[src/rtl/pmc_pkg.sv]
package pmc_pkg;

   typedef enum logic [2:0] {
      PM_RUN       = 3'd0,
      PM_SLEEP     = 3'd1,
      PM_STOP      = 3'd2,
      PM_STOP_WAKE = 3'd3,
      PM_STBY      = 3'd4,
      PM_PWRUP     = 3'd5,
      PM_RST_HOLD  = 3'd6
   } pm_state_e;

   typedef struct packed {
      logic cpu_clk;
      logic core_clk;
      logic pll;
      logic rc;
      logic xtal;
      logic reg_on;
      logic reg_lp;
      logic pwr;
      logic rst_n;
   } pm_ctl_t;

   function automatic pm_ctl_t pm_decode(input pm_state_e s, input logic lp, input logic osc);
      pm_ctl_t c;
      c = '0;
      case (s)
         PM_RUN: begin
            c.cpu_clk = 1'b1; c.core_clk = 1'b1; c.pll = osc; c.rc = 1'b1; c.xtal = osc;
            c.reg_on = 1'b1; c.pwr = 1'b1; c.rst_n = 1'b1;
         end
         PM_SLEEP: begin
            c.core_clk = 1'b1; c.pll = osc; c.rc = 1'b1; c.xtal = osc;
            c.reg_on = 1'b1; c.pwr = 1'b1; c.rst_n = 1'b1;
         end
         PM_STOP: begin
            c.reg_on = 1'b1; c.reg_lp = lp; c.pwr = 1'b1; c.rst_n = 1'b1;
         end
         PM_STOP_WAKE: begin
            c.rc = 1'b1; c.reg_on = 1'b1; c.pwr = 1'b1; c.rst_n = 1'b1;
         end
         PM_STBY: begin
            c = '0;
         end
         PM_RST_HOLD: begin
            c.cpu_clk = 1'b1; c.core_clk = 1'b1; c.rc = 1'b1; c.reg_on = 1'b1; c.pwr = 1'b1;
         end
         default: begin
            c.rc = 1'b1; c.reg_on = 1'b1; c.pwr = 1'b1;
         end
      endcase
      return c;
   endfunction

endpackage

[src/rtl/pmc_wake_sync.sv]
module pmc_wake_sync #(
   parameter int STAGES = 2,
   parameter bit RISE   = 1'b1
) (
   input  logic clk_i,
   input  logic rst_ni,
   input  logic pin_i,
   output logic edge_o
);

   if (STAGES < 2) begin : g_bad_stages
      $error("pmc_wake_sync: STAGES must be at least 2");
   end

   logic [STAGES-1:0] sync_q;
   logic              prev_q;

   always_ff @(posedge clk_i or negedge rst_ni) begin
      if (!rst_ni) begin
         sync_q <= '0;
         prev_q <= 1'b0;
      end else begin
         sync_q <= {sync_q[STAGES-2:0], pin_i};
         prev_q <= sync_q[STAGES-1];
      end
   end

   if (RISE) begin : g_rise
      assign edge_o = sync_q[STAGES-1] & ~prev_q;
   end else begin : g_fall
      assign edge_o = ~sync_q[STAGES-1] & prev_q;
   end

endmodule

[src/rtl/pmc_wake_agg.sv]
module pmc_wake_agg #(
   parameter int N_IRQ = 8,
   parameter int N_EXT = 16,
   parameter int N_INT = 7
) (
   input  logic [N_IRQ-1:0] irq_i,
   input  logic [N_EXT-1:0] ext_wake_i,
   input  logic [N_INT-1:0] int_wake_i,
   input  logic             rtc_evt_i,
   input  logic             pin_edge_i,
   input  logic             rst_pin_ni,
   input  logic             wdg_rst_i,
   output logic             wk_sleep_o,
   output logic             wk_stop_o,
   output logic             wk_stby_o,
   output logic             hard_rst_o
);

   if (N_IRQ < 1 || N_EXT < 1 || N_INT < 1) begin : g_bad_width
      $error("pmc_wake_agg: every wake group needs at least one line");
   end

   assign wk_sleep_o = |irq_i;
   assign wk_stop_o  = (|ext_wake_i) | (|int_wake_i);
   assign wk_stby_o  = rtc_evt_i | pin_edge_i;
   assign hard_rst_o = ~rst_pin_ni | wdg_rst_i;

endmodule

[src/rtl/pmc_dncnt.sv]
module pmc_dncnt #(
   parameter int W = 8
) (
   input  logic         clk_i,
   input  logic         rst_ni,
   input  logic         load_i,
   input  logic [W-1:0] load_val_i,
   input  logic         dec_i,
   output logic         zero_o
);

   if (W < 1) begin : g_bad_w
      $error("pmc_dncnt: W must be positive");
   end

   logic [W-1:0] cnt_q;

   always_ff @(posedge clk_i or negedge rst_ni) begin
      if (!rst_ni) begin
         cnt_q <= '0;
      end else if (load_i) begin
         cnt_q <= load_val_i;
      end else if (dec_i && cnt_q != '0) begin
         cnt_q <= cnt_q - 1'b1;
      end
   end

   assign zero_o = (cnt_q == '0);

endmodule

[src/rtl/pmc_lpm_ctrl.sv]
module pmc_lpm_ctrl
   import pmc_pkg::*;
#(
   parameter int N_IRQ       = 8,
   parameter int N_EXT       = 16,
   parameter int N_INT       = 7,
   parameter int STAB_W      = 8,
   parameter int RST_CYC     = 4,
   parameter int SYNC_STAGES = 2,
   parameter bit WKUP_RISE   = 1'b1
) (
   input  logic              clk_i,
   input  logic              rst_ni,
   input  logic              sleep_req_i,
   input  logic              deep_sel_i,
   input  logic              stby_sel_i,
   input  logic              reg_lp_sel_i,
   input  logic [STAB_W-1:0] stab_cyc_i,
   input  logic [N_IRQ-1:0]  irq_i,
   input  logic [N_EXT-1:0]  ext_wake_i,
   input  logic [N_INT-1:0]  int_wake_i,
   input  logic              rtc_evt_i,
   input  logic              rst_pin_ni,
   input  logic              wdg_rst_i,
   input  logic              wkup_pin_i,
   input  logic              pwr_good_i,
   output logic              cpu_clk_en_o,
   output logic              core_clk_en_o,
   output logic              pll_en_o,
   output logic              rc_osc_en_o,
   output logic              xtal_en_o,
   output logic              reg_on_o,
   output logic              reg_lp_o,
   output logic              core_pwr_en_o,
   output logic              core_rst_no,
   output logic              rtc_clk_en_o,
   output logic              wdg_clk_en_o
);

   localparam int RC_W  = $clog2(RST_CYC + 1);
   localparam int CNT_W = (STAB_W > RC_W) ? STAB_W : RC_W;

   if (RST_CYC < 1) begin : g_bad_rst
      $error("pmc_lpm_ctrl: RST_CYC must be at least 1");
   end
   if (STAB_W < 1) begin : g_bad_stab
      $error("pmc_lpm_ctrl: STAB_W must be positive");
   end

   pm_state_e        st_q, st_d;
   logic             lp_q, osc_q;
   logic             cnt_ld, cnt_dec, cnt_zero;
   logic [CNT_W-1:0] cnt_val;
   logic             pin_edge;
   logic             wk_sleep, wk_stop, wk_stby, hard_rst;
   pm_ctl_t          ctl;

   pmc_wake_sync #(
      .STAGES (SYNC_STAGES),
      .RISE   (WKUP_RISE)
   ) u_wsync (
      .clk_i  (clk_i),
      .rst_ni (rst_ni),
      .pin_i  (wkup_pin_i),
      .edge_o (pin_edge)
   );

   pmc_wake_agg #(
      .N_IRQ (N_IRQ),
      .N_EXT (N_EXT),
      .N_INT (N_INT)
   ) u_wagg (
      .irq_i      (irq_i),
      .ext_wake_i (ext_wake_i),
      .int_wake_i (int_wake_i),
      .rtc_evt_i  (rtc_evt_i),
      .pin_edge_i (pin_edge),
      .rst_pin_ni (rst_pin_ni),
      .wdg_rst_i  (wdg_rst_i),
      .wk_sleep_o (wk_sleep),
      .wk_stop_o  (wk_stop),
      .wk_stby_o  (wk_stby),
      .hard_rst_o (hard_rst)
   );

   pmc_dncnt #(
      .W (CNT_W)
   ) u_cnt (
      .clk_i      (clk_i),
      .rst_ni     (rst_ni),
      .load_i     (cnt_ld),
      .load_val_i (cnt_val),
      .dec_i      (cnt_dec),
      .zero_o     (cnt_zero)
   );

   always_comb begin
      st_d    = st_q;
      cnt_ld  = 1'b0;
      cnt_dec = 1'b0;
      cnt_val = '0;
      if (hard_rst) begin
         st_d = PM_PWRUP;
      end else begin
         case (st_q)
            PM_RUN: begin
               if (sleep_req_i) begin
                  if (!deep_sel_i) begin
                     if (!wk_sleep) st_d = PM_SLEEP;
                  end else if (!stby_sel_i) begin
                     if (!wk_stop) st_d = PM_STOP;
                  end else if (!wk_stby) begin
                     st_d = PM_STBY;
                  end
               end
            end
            PM_SLEEP: begin
               if (wk_sleep) st_d = PM_RUN;
            end
            PM_STOP: begin
               if (wk_stop) begin
                  st_d    = PM_STOP_WAKE;
                  cnt_ld  = 1'b1;
                  cnt_val = CNT_W'(stab_cyc_i);
               end
            end
            PM_STOP_WAKE: begin
               if (cnt_zero) st_d = PM_RUN;
               else          cnt_dec = 1'b1;
            end
            PM_STBY: begin
               if (wk_stby) st_d = PM_PWRUP;
            end
            PM_PWRUP: begin
               if (pwr_good_i) begin
                  st_d    = PM_RST_HOLD;
                  cnt_ld  = 1'b1;
                  cnt_val = CNT_W'(RST_CYC - 1);
               end
            end
            PM_RST_HOLD: begin
               if (!pwr_good_i)   st_d = PM_PWRUP;
               else if (cnt_zero) st_d = PM_RUN;
               else               cnt_dec = 1'b1;
            end
            default: st_d = PM_PWRUP;
         endcase
      end
   end

   always_ff @(posedge clk_i or negedge rst_ni) begin
      if (!rst_ni) begin
         st_q  <= PM_PWRUP;
         lp_q  <= 1'b0;
         osc_q <= 1'b0;
      end else begin
         st_q <= st_d;
         if (st_q == PM_RUN && st_d == PM_STOP) begin
            lp_q <= reg_lp_sel_i;
         end
         if (st_d == PM_STOP || st_d == PM_STBY) begin
            osc_q <= 1'b0;
         end else if (st_q == PM_RST_HOLD && st_d == PM_RUN) begin
            osc_q <= 1'b1;
         end
      end
   end

   assign ctl           = pm_decode(st_q, lp_q, osc_q);
   assign cpu_clk_en_o  = ctl.cpu_clk;
   assign core_clk_en_o = ctl.core_clk;
   assign pll_en_o      = ctl.pll;
   assign rc_osc_en_o   = ctl.rc;
   assign xtal_en_o     = ctl.xtal;
   assign reg_on_o      = ctl.reg_on;
   assign reg_lp_o      = ctl.reg_lp;
   assign core_pwr_en_o = ctl.pwr;
   assign core_rst_no   = ctl.rst_n;
   assign rtc_clk_en_o  = 1'b1;
   assign wdg_clk_en_o  = 1'b1;

endmodule

[config.mk]
export PLATFORM = sky130hd
export DESIGN_NAME = pmc_lpm_ctrl
export DESIGN_NICKNAME = d
export VERILOG_FILES = /design/src/rtl/pmc_pkg.sv /design/src/rtl/pmc_wake_sync.sv /design/src/rtl/pmc_wake_agg.sv /design/src/rtl/pmc_dncnt.sv /design/src/rtl/pmc_lpm_ctrl.sv
export SDC_FILE = /design/constraint.sdc
export NUM_CORES = 1
export LEC_CHECK = 0
export CORE_MARGIN = 5
export CORE_UTILIZATION = 36
export DETAILED_ROUTE_END_ITERATION = 12
export GPL_TIMING_DRIVEN = 0
export MAX_ROUTING_LAYER = met4
export PLACE_DENSITY = 0.76
export SETUP_SLACK_MARGIN = 0.05
export SYNTH_ARGS = -nofsm -noshare
export SYNTH_HDL_FRONTEND = slang
export SYNTH_HIERARCHICAL = 1
export SYNTH_SLANG_ARGS = --single-unit
[constraint.sdc]
create_clock -name clk_i -period 2.4 [get_ports clk_i]
set_input_delay 0.48 -clock clk_i [delete_from_list [all_inputs] [get_ports clk_i]]
set_output_delay 0.48 -clock clk_i [all_outputs]
set_load 0.1 [all_outputs]
# --- After elaboration in Yosys (flattened, before gate mapping) ---
# Index checks and enable logic that the tools add are counted.
totals:
  ff_bits: 16
  input_bits: 50
classes:
  n_addsub: 1
  eq_ne: 8
  n_mux: 37
  bitwise: 6
  n_reduce_logical: 18
op_table:
  columns: ["cell", "n"]
  rows:
  - ["2-to-1 mux 3 bit", 13]
  - ["2-to-1 mux 8 bit", 4]
  - ["one-hot mux 3 bit (7 select lines)", 1]
  - ["one-hot mux 8 bit (2 select lines)", 1]
  - ["OR reduction 16 bit", 1]
  - ["2-to-1 mux 1 bit", 15]
  - ["== test 3 bit (second input constant)", 4]
  - ["== test 3 x 2 -> 1 bit (second input constant)", 3]
  - ["zero test 8 bit", 1]
  - ["nonzero test 8 bit", 1]
  - ["OR reduction 8 bit", 1]
  - ["subtractor 8 x 1 -> 8 bit (second input constant)", 1]
  - ["OR reduction 7 bit", 1]
  - ["zero test 3 bit", 2]
  - ["OR reduction 2 bit", 3]
  - ["one-hot mux 1 bit (2 select lines)", 2]
  - ["nonzero test 2 bit", 2]
  - ["OR reduction 4 bit", 1]
  - ["== test 3 x 1 -> 1 bit (second input constant)", 1]
  - ["logical AND 1 bit", 3]
  - ["OR 1 bit", 3]
  - ["OR reduction 3 bit", 1]
  - ["2-to-1 mux 2 bit", 1]
  - ["inverter 1 bit", 2]
  - ["2 further kinds", 2]

# --- Depth between registers and ports, before layout ---
logic_depth:
  depth_word: 13
  mapped_depth: 10

# --- By module ---
# Netlist, hierarchy kept.
modules_own_cells:
  columns: ["mod", "instances", "cells_each", "area_per_inst_um2", "seq_area_each_um2"]
  rows:
  - ["pmc_lpm_ctrl", 1, 70, 550.5, 127.6]
  - ["pmc_dncnt", 1, 58, 528.0, 200.2]
  - ["pmc_wake_sync", 1, 4, 88.8, 75.1]
  - ["pmc_wake_agg", 1, 13, 78.8, 0.0]

# --- Worst setup path before layout ---
# OpenSTA, ideal clock, no wires.
synth_timing:
  kind: "reg-to-output"
  startpoint: "register st_q[2]"
  endpoint: "output port core_clk_en_o"
  arrival_time_ns: 3.376
  path_slack_ns: -1.456
  path_stages_with_launch: 4
  path_buffers: 1
  path_cell_list: "dfstp_2 > buf_2 > inv_1 > o21ai_0"
synth_between:
  elab_chain_cells: 3
  elab_cells_between_ends: 5
  cone_classes: "2 x eq/ne; 1 x mux; 2 x reduce/logical"
synth_lines:
  columns: ["item", "line_no", "text"]
  rows:
  - ["from (decl)", "pmc_lpm_ctrl.sv:50", "pm_state_e st_q, st_d;"]
  - ["from (signal assigned)", "pmc_lpm_ctrl.sv:157", "st_q <= st_d;"]
  - ["== test 3 bit (tied with other cells)", "pmc_pkg.sv:28", "case (s)"]
  - ["OR reduction 3 bit (no line) (*)", null, null]
  - ["2-to-1 mux 1 bit (*)", "pmc_pkg.sv:28", null]
  - ["to (decl)", "pmc_lpm_ctrl.sv:28", "output logic core_clk_en_o,"]
# Mark *: on every way between the ends. The rest lies on a longest branch, timed or not.

# --- Worst setup path in the final report ---
layout_timing:
  startpoint: "input port ext_wake_i[8]"
  endpoint: "register u_cnt.cnt_q[3]"
layout_between:
  elab_chain_cells: 6
  elab_cells_between_ends: 10
  cone_classes: "7 x mux; 1 x bitwise; 2 x reduce/logical"
layout_lines:
  columns: ["item", "line_no", "text"]
  rows:
  - ["from (decl)", "pmc_lpm_ctrl.sv:20", "input logic [N_EXT-1:0] ext_wake_i,"]
  - ["OR reduction 16 bit (*)", "pmc_wake_agg.sv:24", "assign wk_stop_o = (|ext_wake_i) | (|int_wake_i);"]
  - ["OR 1 bit (*)", "pmc_wake_agg.sv:24", null]
  - ["named net wk_stop", "pmc_lpm_ctrl.sv:55", "logic wk_sleep, wk_stop, wk_stby, hard_rst;"]
  - ["2-to-1 mux 1 bit (*)", "pmc_lpm_ctrl.sv:121", "if (wk_stop) begin"]
  - ["one-hot mux 1 bit (2 select lines) (*)", "pmc_lpm_ctrl.sv:105", "case (st_q)"]
  - ["2-to-1 mux 1 bit (*)", "pmc_lpm_ctrl.sv:102", "if (hard_rst) begin"]
  - ["named net cnt_ld", "pmc_lpm_ctrl.sv:52", "logic cnt_ld, cnt_dec, cnt_zero;"]
  - ["2-to-1 mux 8 bit or nonzero test 2 bit (tied branches)", null, null]
  - ["to (signal assigned)", "pmc_dncnt.sv:22", "cnt_q <= load_val_i;"]
  - ["to (signal assigned)", "pmc_dncnt.sv:24", "cnt_q <= cnt_q - 1'b1;"]
  - ["to (decl)", "pmc_dncnt.sv:16", "logic [W-1:0] cnt_q;"]
# The timed path passes the listed nets; every way through them passes the cells marked *.
# A chain may end at the register's enable or synchronous reset.

==> results by group <==
Status
  • Status: completed

Floorplanning
  • Die extent in y: 68.84 µm
  • Die span in x: 68.84 µm
  • Rows: 21
  • Core outline area: 0.003337 mm²
  • Die area: 0.004738 mm²
  • IO Pins: 61
  • Initial core utilization: 0.3735

Clock network
  • CTS max path bufs: 2
  • CTS H-Tree Depth: 1
  • # clock sinks: 16
  • Hold Buf Count CTS: 0
  • CTS Buf Count: 3
  • Worst-Skew Late Latency: 0.29 ns
  • Reg clk slew, reported paths: 0.10 ns
  • CTS tree: built
  • Root Buffer Master: clkbuf_4

Timing
  • Slew @ Worst Pin: 0.9566 ns
  • Final Max Slew Viols: 0
  • Slew headroom: 0.3648
  • Setup violators final: 0
  • Final period util: 0.9749
  • Max Clock Freq: 427.4 MHz
  • RSZ-0062 raised after global routing: yes
  • Final min period: 2.340 ns
  • Final Hold Fails: 0
  • Setup TNS: 0 ns
  • Layout Skew: 0.005943 ns

Worst setup path
  • Worst flop-to-flop path startpoint: u_cnt/cnt_q[1]
  • Crit-path slowest cell: or4_1
  • Cells along the critical path: clkdlybuf4s50_1 > nor4_2 > nand3_2 > nor3b_4 > or2_4 > or4_1 > o221ai_1
  • Slowest Stage Delay on Critical Path: 0.52 ns
  • CP startpoint kind: input port
  • Crit Path Max Fanout: 4
  • CP required: 2.60 ns
  • Arr. time, crit path: 2.54 ns
  • Crit path buffers/inverters: 1
  • CP top delay family: simple AND/OR/NAND/NOR gates
  • CP endpoint kind: register
  • Critical Path Source: ext_wake_i[8]
  • Critical path type: in2reg

Drt
  • # DRC: 0
  • DRT Pass-1 Iters: 4
  • Final WL: 4500 µm
  • Post-DR vias/cell: 5.625
  • WL per Instance: 16.73 µm
  • Post-route ant nets: 0
  • Total number of vias: 1513
  • Initial DRC Count: 69

Global route
  • Initial antenna violation count: 0
  • Total grt overflow: 0
  • First-pass GRT wire length: 6320 µm
  • Vias in the first global route: 1495
  • Largest net degree at the start of global routing: 17
  • GRT Total Usage: 0.1785

Final layout
  • Post-route design area: 0.002212 mm²
  • Fin util: 0.6629
  • Most frequent cells in the layout: clkdlybuf4s50_1 (34), buf_4 (19), dlymetal6s2s_1 (13), dfrtp_1 (13)
  • Synth-to-layout area growth: 77.51%
  • Share of cells above drive strength 1: 0.3229
  • Net count, final: 276
  • Commonest non-fill, non-tap cell in the layout: clkdlybuf4s50_1
  • ANT cells: 0

Logic synthesis
  • Register bit count reported by yosys: 16
  • Top FF cell, synth: dfrtp_1
  • Post-Syn Area: 0.001246 mm²
  • EDFF count, synth: 0
  • Mean Syn Cell Area: 8.594 µm²
  • Ys async rst share: 1.000
  • Post-synthesis cell type count: 55
  • Cells after Synth: 145
  • Sequential area share after synthesis: 0.3233
  • Syn. warnings: 6

Power and ir drop
  • Leakage: 1.017 nW
  • Pwr dens: 469.7 mW/mm²
  • Max rail drop VDD: 0.0004195 V

Placement
  • Port buffer count: 58
  • Placed Instance Area: 0.001932 mm²
  • Final estimated routing congestion in global placement: 0.8459
  • Post-DP HPWL: 3151 µm

Worst hold path
  • HP Class: reg2reg
  • Hold_sp: u_wsync/sync_q[0]

Flow run
  • MaxCap Viol Count: 0
-- layer usage --
layer  track usage  wire, µm  up-vias
li1              -         -      695
met1        0.1816      1671      711
met2        0.3325      2240       91
met3       0.03890       527       16
met4       0.06569        61        0
met5             -         0        -
-- stage by stage --
step / cells / hold slack, ns / power, mW / setup slack (ns)
after floorplan: 146 / 0.1844 / 0.5563 / -0.1834
after global placement: 250 / 0.3345 / 0.6783 / -0.4303
after CTS: 262 / 0.3690 / 0.9350 / 0.05025
after detailed placement: 250 / 0.3483 / 0.6988 / -0.5422
final: 269 / 0.3648 / 1.039 / 0.06016
after global routing: 269 / 0.3846 / 1.098 / 0.01581
-- cells in the mapped netlist (2+ instances only) --
cell	instances	area [µm²]
or2_2	3	18.77
ha_1	2	25.02
nor3b_1	3	22.52
nor4_1	9	56.30
and2_1	6	37.54
a211o_1	2	17.52
a31oi_1	3	18.77
nor3_1	6	30.03
inv_1	7	26.28
and3b_1	2	17.52
a21o_1	2	15.01
dfrtp_1	14	350.3
buf_4	4	30.03
nand2_1	7	26.28
nor2_1	12	45.04
dfstp_2	2	52.55
nand4_1	3	18.77
a21oi_1	4	20.02
a221o_1	2	20.02
o21ai_0	4	20.02
and3_1	2	12.51
or3_1	2	12.51
nand3_1	4	20.02
buf_2	3	15.01
nor2b_1	2	12.51
o31ai_1	2	15.01
or4_1	3	22.52
nand2b_1	3	18.77
-- final timing paths --
path,slack [ns],endpoint,cells after the start
min,0.36,u_wsync/sync_q[1],0
max reg2reg,0.09,u_cnt/cnt_q[5],11
max,0.06,u_cnt/cnt_q[3],7
min in group asynchronous,0.61,u_cnt/cnt_q[0],1
min reg2reg,0.36,u_wsync/sync_q[1],0
max in group asynchronous,1.30,u_cnt/cnt_q[2],1
-- layout make-up --
| type | instances | area, µm² |
|---|---|---|
| well taps | 46 | 57.56 |
| fillers | 275 | 1125 |
| multi-input cells | 113 | 869.6 |
| clock buffers | 4 | 36.28 |
| plain buffers | 9 | 85.08 |
| repair buffers | 73 | 721.9 |
| flip-flops and latches | 16 | 404.1 |
| inverters | 8 | 37.54 |
-- power breakdown --
part	switching (mW)	total [mW]	leakage, nW	internal (mW)
clock	0.0873	0.180	0.0210	0.0923
combinational	0.250	0.529	0.796	0.279
sequential	0.0275	0.331	0.200	0.303
-- registers in the layout, indices dropped and copies added (netlist names) --
name            count
u_wsync/sync_q      2
st_q                3
lp_q                1
u_cnt/cnt_q         8
osc_q               1
u_wsync/prev_q      1
-- timing repair --
item,in CTS,in global routing
pin swaps,7,14
gates resized for setup,48,29
endpoints found under the setup margin,16,9
hold endpoints to repair,0,0
buffers inserted,8,7
-- logic make-up (layout without fill, tap and decap cells) --
group,count (synthesis),after routing,synth area share
compound gates,33,33,0.2099
xor+xnor,1,1,0.007029
fa+ha+maj,2,2,0.02008
buf+inv,17,94,0.07228
flops,16,16,0.3233
mux,2,2,0.01707
other cells,1,2,0.003009
simple gates,73,73,0.3474
Note: power is estimated with default switching activity, not from simulation.
